===== src/rtl/lt_pkg.sv =====
package lt_pkg;
    localparam int SHIFT_W = 3;

    typedef enum logic [1:0] {
        SEL_ENTRY = 2'd0,
        SEL_INIT  = 2'd1,
        SEL_CUR   = 2'd2,
        SEL_DIV   = 2'd3
    } reg_sel_e;

    typedef struct packed {
        logic       periodic;
        logic       mask;
        logic [7:0] vector;
    } entry_t;

    // divide field -> power-of-two exponent, wraps 7+1 to 0
    function automatic logic [SHIFT_W-1:0] div_shift(input logic [3:0] code);
        return {code[3], code[1:0]} + 3'd1;
    endfunction
endpackage


===== src/rtl/lt_prescale.sv =====
module lt_prescale #(
    parameter int SHIFT_W = 3,
    localparam int PRESC_W = (1 << SHIFT_W) - 1
) (
    input  logic               clk,
    input  logic               rst_n,
    input  logic               tick,
    input  logic               restart,
    input  logic [SHIFT_W-1:0] shift,
    output logic               strobe
);
    localparam logic [PRESC_W-1:0] ONE = PRESC_W'(1);

    typedef struct packed {
        logic [PRESC_W-1:0] cnt;
    } st_t;

    st_t st_d, st_q;
    logic [PRESC_W:0]   pow;
    logic [PRESC_W-1:0] limit;

    always_comb begin
        pow    = (PRESC_W + 1)'(1) << shift;
        limit  = pow[PRESC_W-1:0] - ONE;
        strobe = tick && (st_q.cnt == limit);
        st_d   = st_q;
        if (restart) begin
            st_d.cnt = '0;
        end else if (tick) begin
            st_d.cnt = strobe ? '0 : st_q.cnt + ONE;
        end
    end

    always_ff @(posedge clk) begin
        if (!rst_n) st_q <= '0;
        else        st_q <= st_d;
    end
endmodule


===== src/rtl/lt_countdown.sv =====
module lt_countdown #(
    parameter int CNT_W = 32
) (
    input  logic             clk,
    input  logic             rst_n,
    input  logic             load,
    input  logic [CNT_W-1:0] load_val,
    input  logic             strobe,
    input  logic             periodic,
    output logic [CNT_W-1:0] cur,
    output logic             expire
);
    localparam logic [CNT_W-1:0] ONE = CNT_W'(1);

    typedef struct packed {
        logic [CNT_W-1:0] cur;
    } st_t;

    st_t st_d, st_q;

    always_comb begin
        st_d   = st_q;
        expire = 1'b0;
        if (load) begin
            st_d.cur = load_val;
        end else if (strobe && (st_q.cur != '0)) begin
            if (st_q.cur == ONE) begin
                expire   = 1'b1;
                st_d.cur = periodic ? load_val : '0;
            end else begin
                st_d.cur = st_q.cur - ONE;
            end
        end
    end

    assign cur = st_q.cur;

    always_ff @(posedge clk) begin
        if (!rst_n) st_q <= '0;
        else        st_q <= st_d;
    end
endmodule


===== src/rtl/lt_pending.sv =====
module lt_pending #(
    parameter int OVF_W = 8
) (
    input  logic       clk,
    input  logic       rst_n,
    input  logic       fire,
    input  logic [7:0] fire_vec,
    input  logic       ack_valid,
    input  logic [7:0] ack_vec,
    output logic       pend,
    output logic [7:0] pend_vec
);
    localparam logic [OVF_W-1:0] ONE = OVF_W'(1);

    typedef struct packed {
        logic             pend;
        logic [7:0]       vec;
        logic [OVF_W-1:0] ovf;
    } st_t;

    st_t st_d, st_q;

    always_comb begin
        st_d = st_q;
        // acknowledge first, then fold in a new expiry
        if (ack_valid && st_q.pend && (ack_vec == st_q.vec)) begin
            if (st_q.ovf != '0) st_d.ovf  = st_q.ovf - ONE;
            else                st_d.pend = 1'b0;
        end
        if (fire) begin
            if (st_d.pend) begin
                if (st_d.ovf != '1) st_d.ovf = st_d.ovf + ONE;
            end else begin
                st_d.pend = 1'b1;
                st_d.vec  = fire_vec;
            end
        end
    end

    assign pend     = st_q.pend;
    assign pend_vec = st_q.vec;

    always_ff @(posedge clk) begin
        if (!rst_n) st_q <= '0;
        else        st_q <= st_d;
    end
endmodule


===== src/rtl/lt_timer.sv =====
module lt_timer
    import lt_pkg::*;
#(
    parameter int CNT_W  = 32,
    parameter int OVF_W  = 8,
    parameter int DATA_W = 32
) (
    input  logic              clk,
    input  logic              rst_n,
    input  logic              tick,
    input  logic              sw_enable,
    input  logic              wr_en,
    input  logic [1:0]        wr_sel,
    input  logic [DATA_W-1:0] wr_data,
    input  logic [1:0]        rd_sel,
    output logic [DATA_W-1:0] rd_data,
    input  logic              ack_valid,
    input  logic [7:0]        ack_vector,
    output logic              pend_valid,
    output logic [7:0]        pend_vector
);
    typedef struct packed {
        entry_t           entry;
        logic [3:0]       div;
        logic [CNT_W-1:0] init;
    } cfg_t;

    cfg_t cfg_d, cfg_q;

    logic             init_wr;
    logic             div_wr;
    logic             strobe;
    logic             expire;
    logic             fire;
    logic [CNT_W-1:0] cur_w;
    logic [CNT_W-1:0] init_w;
    logic             ent_mask;
    logic             ent_periodic;

    always_comb begin
        cfg_d   = cfg_q;
        init_wr = wr_en && (reg_sel_e'(wr_sel) == SEL_INIT);
        div_wr  = wr_en && (reg_sel_e'(wr_sel) == SEL_DIV);
        if (wr_en) begin
            case (reg_sel_e'(wr_sel))
                SEL_ENTRY: begin
                    cfg_d.entry.vector   = wr_data[7:0];
                    cfg_d.entry.mask     = wr_data[16];
                    cfg_d.entry.periodic = wr_data[17];
                end
                SEL_INIT: cfg_d.init = wr_data[CNT_W-1:0];
                SEL_DIV:  cfg_d.div  = wr_data[3:0];
                default:  ;
            endcase
        end
    end

    always_ff @(posedge clk) begin
        if (!rst_n) begin
            cfg_q            <= '0;
            cfg_q.entry.mask <= 1'b1;
        end else begin
            cfg_q <= cfg_d;
        end
    end

    lt_prescale #(.SHIFT_W(SHIFT_W)) u_presc (
        .clk     (clk),
        .rst_n   (rst_n),
        .tick    (tick),
        .restart (init_wr || div_wr),
        .shift   (div_shift(cfg_q.div)),
        .strobe  (strobe)
    );

    lt_countdown #(.CNT_W(CNT_W)) u_count (
        .clk      (clk),
        .rst_n    (rst_n),
        .load     (init_wr),
        .load_val (init_wr ? wr_data[CNT_W-1:0] : cfg_q.init),
        .strobe   (strobe),
        .periodic (cfg_q.entry.periodic),
        .cur      (cur_w),
        .expire   (expire)
    );

    assign fire = expire && !cfg_q.entry.mask && sw_enable;

    lt_pending #(.OVF_W(OVF_W)) u_pend (
        .clk       (clk),
        .rst_n     (rst_n),
        .fire      (fire),
        .fire_vec  (cfg_q.entry.vector),
        .ack_valid (ack_valid),
        .ack_vec   (ack_vector),
        .pend      (pend_valid),
        .pend_vec  (pend_vector)
    );

    assign init_w       = cfg_q.init;
    assign ent_mask     = cfg_q.entry.mask;
    assign ent_periodic = cfg_q.entry.periodic;

    always_comb begin
        case (reg_sel_e'(rd_sel))
            SEL_ENTRY: rd_data = DATA_W'({cfg_q.entry.periodic, cfg_q.entry.mask,
                                          8'h00, cfg_q.entry.vector});
            SEL_INIT:  rd_data = DATA_W'(cfg_q.init);
            SEL_CUR:   rd_data = DATA_W'(cur_w);
            default:   rd_data = DATA_W'(cfg_q.div);
        endcase
    end
endmodule


===== config.mk =====
export PLATFORM = sky130hd
export DESIGN_NAME = lt_timer
export DESIGN_NICKNAME = d
export VERILOG_FILES = /design/src/rtl/lt_pkg.sv /design/src/rtl/lt_prescale.sv /design/src/rtl/lt_countdown.sv /design/src/rtl/lt_pending.sv /design/src/rtl/lt_timer.sv
export SDC_FILE = /design/constraint.sdc
export NUM_CORES = 1
export LEC_CHECK = 0
export BUFFER_PORTS_ARGS = -buffer_cell sky130_fd_sc_hd__buf_2
export CORE_MARGIN = 3
export CORE_UTILIZATION = 50
export DETAILED_ROUTE_END_ITERATION = 12
export PLACE_DENSITY = 0.71
export SYNTH_ARGS = -nofsm -noshare
export SYNTH_HDL_FRONTEND = slang
export SYNTH_HIERARCHICAL = 1
export SYNTH_SLANG_ARGS = --single-unit
export TNS_END_PERCENT = 20

===== constraint.sdc =====
create_clock -name clk -period 6.71 [get_ports clk]
set_input_delay 1.0065 -clock clk [delete_from_list [all_inputs] [get_ports clk]]
set_output_delay 1.0065 -clock clk [all_outputs]
set_load 0.01 [all_outputs]

==> metrics.txt <==
status=finished, final reports clean; worst setup margin=2580 ps; WP data required=6930 ps; GRT overflow=0; Area Growth Syn to Fin=9.53%; Post-CTS Resized=0; H-tree Lvls=3; Clock Skews=7.87 ps; die height=121 um; register clock-pin slew on the reported worst setup and hold paths=70 ps; TritonCTS clock tree=done; worst slew pin tran=927 ps; synth unique cells=78; number of fill cells=1,147; initial core utilization=0.517; CTS buffer count=9; vias per std cell=6.11; placed cells=969; ranking of synthesized cells by area=dfxtp_1 (31%), mux2i_1 (9.2%), nand2_1 (7.4%); Die W=121 um; final std cells w/o fill=983; Post-Syn Nets=816; Setup Buffers After CTS=0; CTS Sinks=102; critical path endpoint category=flip-flop; CP Class=reg2reg; DR iter-0 viols=644; placer's final routability congestion estimate=0.927; later-pin clock latency in the skew report=350 ps; largest net degree at the start of global routing=66; sequential share of the synthesized area=0.309; GRT Total Usage=0.239; Hold Fails Final Rpt=0; Slew headroom=0.382; DRC violations left=0; global-route wire length before repair=28,600 um; via count=6,011; Synth Area per Inst=8.70 um2; ratio of final minimum period to clock period=0.615; Yosys top cell area share=0.309; Synth Warn #=6; drt total wl=17,400 um; Synth Flop Type=dfxtp_1; Yosys top cell by area=dfxtp_1; Ant. Diodes=0; row count=41; FF+latch count, synth=102; number of nets in the layout=865; PwrDens=448 nW/um2; final hold slack=473 ps; final setup vio count=0; CP Launch Type=flip-flop; Critical Path Fanout Max=16; root buffer cell=clkbuf_16; IO Pins=91; drt pass-1 iters=7; Peak supply drop=0.309 mV; Die ar.=14,600 um2; RSZ-0062 raised after global routing=false; EDFF count, synth=0; DP Wirelength=12,500 um; min-delay worst type=reg2reg; max-slew violation count=0; drt wl/cell=17.7 um; total chip power=3.25 mW; antenna viol nets, final=0; hold_buf cts=0; Setup TNS=0 ps; asr flop ratio synth=0; vias in the first global route=5,714; layout cells sized above 1=0.219; crit path DAT=4350 ps; post-route minimum period=4130 ps; cells after synthesis=759; Post-Place Worst Slack=2650 ps; Fmax=242 MHz; core area=12,800 um2; clk buf depth=2; initial antenna violation count=0; mapped cell area=6610 um2; PortBufs=90; Leak=3.27 nW; Max Cap Viol=0
per-layer routing:
metal,GRT usage,routed length (um)
met1,0.319,7710
met2,0.394,8390
met3,0.0340,968
met4,0.0864,315
met5,0,0
cells in the mapped netlist, types with 3 or more instances:
master	count
a221o_1	6
a221o_2	3
nand3b_1	6
inv_1	18
a22o_1	22
o22ai_1	11
buf_6	11
o211ai_1	9
and3_1	3
nor4_4	5
mux2_2	32
a22oi_1	9
nand4_1	8
buf_2	14
nand4b_1	3
a211oi_1	7
nand2b_1	6
a211o_1	4
nor3b_1	3
or4_1	5
nand2_1	130
mux2i_1	61
mux4_2	4
dfxtp_1	102
nor3_1	20
buf_4	15
a21oi_1	28
xnor2_1	10
nor2b_1	7
clkbuf_1	17
o2bb2ai_1	7
or4_4	3
o21ai_0	18
o21a_1	3
ha_1	7
nand3_1	18
a32oi_1	6
o31ai_1	3
xor2_1	9
nor2_1	42
or3_1	6
a31oi_1	8
nor4_1	11
path summary, 6_finish.rpt:
path                   start             end  slack, ps  cells after the start
setup / recovery   cfg_q[32]  u_pend/st_q[4]       2580                     15
hold / removal    init_w[13]      init_w[13]        470                      2
setup reg to reg   cfg_q[32]  u_pend/st_q[4]       2580                     15
hold reg to reg   init_w[13]      init_w[13]        470                      2
cells by family (layout without fill, tap and decap cells):
| logic type | Yosys count | count (layout) | synth area share |
|---|---|---|---|
| flip-flops | 102 | 102 | 0.309 |
| AND/OR/NAND/NOR | 294 | 294 | 0.232 |
| XOR/XNOR | 19 | 19 | 0.0252 |
| multiplexers | 97 | 97 | 0.161 |
| buffers and inverters | 78 | 130 | 0.0710 |
| adder cells (fa/ha/maj) | 7 | 7 | 0.0133 |
| AO/OA/AOI/OAI | 162 | 162 | 0.189 |
through the flow:
| stage | cell area, um2 | util |
|---|---|---|
| 5_1_grt | 7240 | 0.566 |
| 6_report | 7240 | 0.566 |
| 2_1_floorplan | 6610 | - |
| 3_5_place_dp | 6930 | 0.543 |
| 3_3_place_gp | 6930 | 0.543 |
| 4_1_cts | 7240 | 0.566 |
area by class of cell:
class	count	area [um2]	share of cell area
Multi-Input combinational cell	579	4100	0.566
Sequential cell	102	2040	0.282
Timing Repair Buffer	98	510	0.0706
Clock buffer	10	229	0.0316
Tap cell	172	215	0.0297
Clock inverter	4	73.8	0.0102
Inverter	18	67.6	0.00934
critical path: stages (launching register included):
cell and delay (ps):
dfxtp_1 390, ha_1 180, xor2_1 640, o21ai_0 260
o22a_1 270, nand2_2 140, and2_1 610, nand2_1 100
nor3_1 250, nand2_1 90, nor2_1 210, o211a_1 270
nand3_1 160, nor2b_1 190, nor2b_1 150, a21oi_1 80
where the power goes:
part | internal [mW] | switching (mW) | total [mW]
clock | 0.323 | 0.232 | 0.555
sequential | 0.706 | 0.148 | 0.854
combinational | 0.648 | 1.19 | 1.84
total | 1.68 | 1.57 | 3.25
sequential cells by signal, indices dropped and copies added, names as in the netlist:
signal           count
ent_mask             1
cfg_q               12
u_presc/st_q         7
init_w              32
u_pend/st_q          8
u_count/cur         32
u_pend/pend_vec      8
u_pend/pend          1
ent_periodic         1
layout by cell type, fill, tap and decap left out, drive strengths merged, types with 5 or more instances in the layout:
cell | synthesis | final
a211oi | 7 | 7
a21oi | 29 | 29
a221o | 9 | 9
a22o | 22 | 22
a22oi | 9 | 9
a31oi | 9 | 9
a32oi | 6 | 6
buf | 41 | 98
clkbuf | 18 | 10
dfxtp | 102 | 102
ha | 7 | 7
inv | 18 | 18
mux2 | 32 | 32
mux2i | 61 | 61
nand2 | 131 | 131
nand2b | 6 | 6
nand3 | 18 | 18
nand3b | 6 | 6
nand4 | 8 | 8
nor2 | 42 | 42
nor2b | 7 | 7
nor3 | 21 | 21
nor4 | 16 | 16
o211ai | 9 | 9
o21ai | 18 | 18
o22ai | 11 | 11
o2bb2ai | 7 | 7
o31ai | 5 | 5
or3 | 7 | 7
or4 | 9 | 9
xnor2 | 10 | 10
xor2 | 9 | 9
Note: power is estimated with default switching activity, not from simulation.
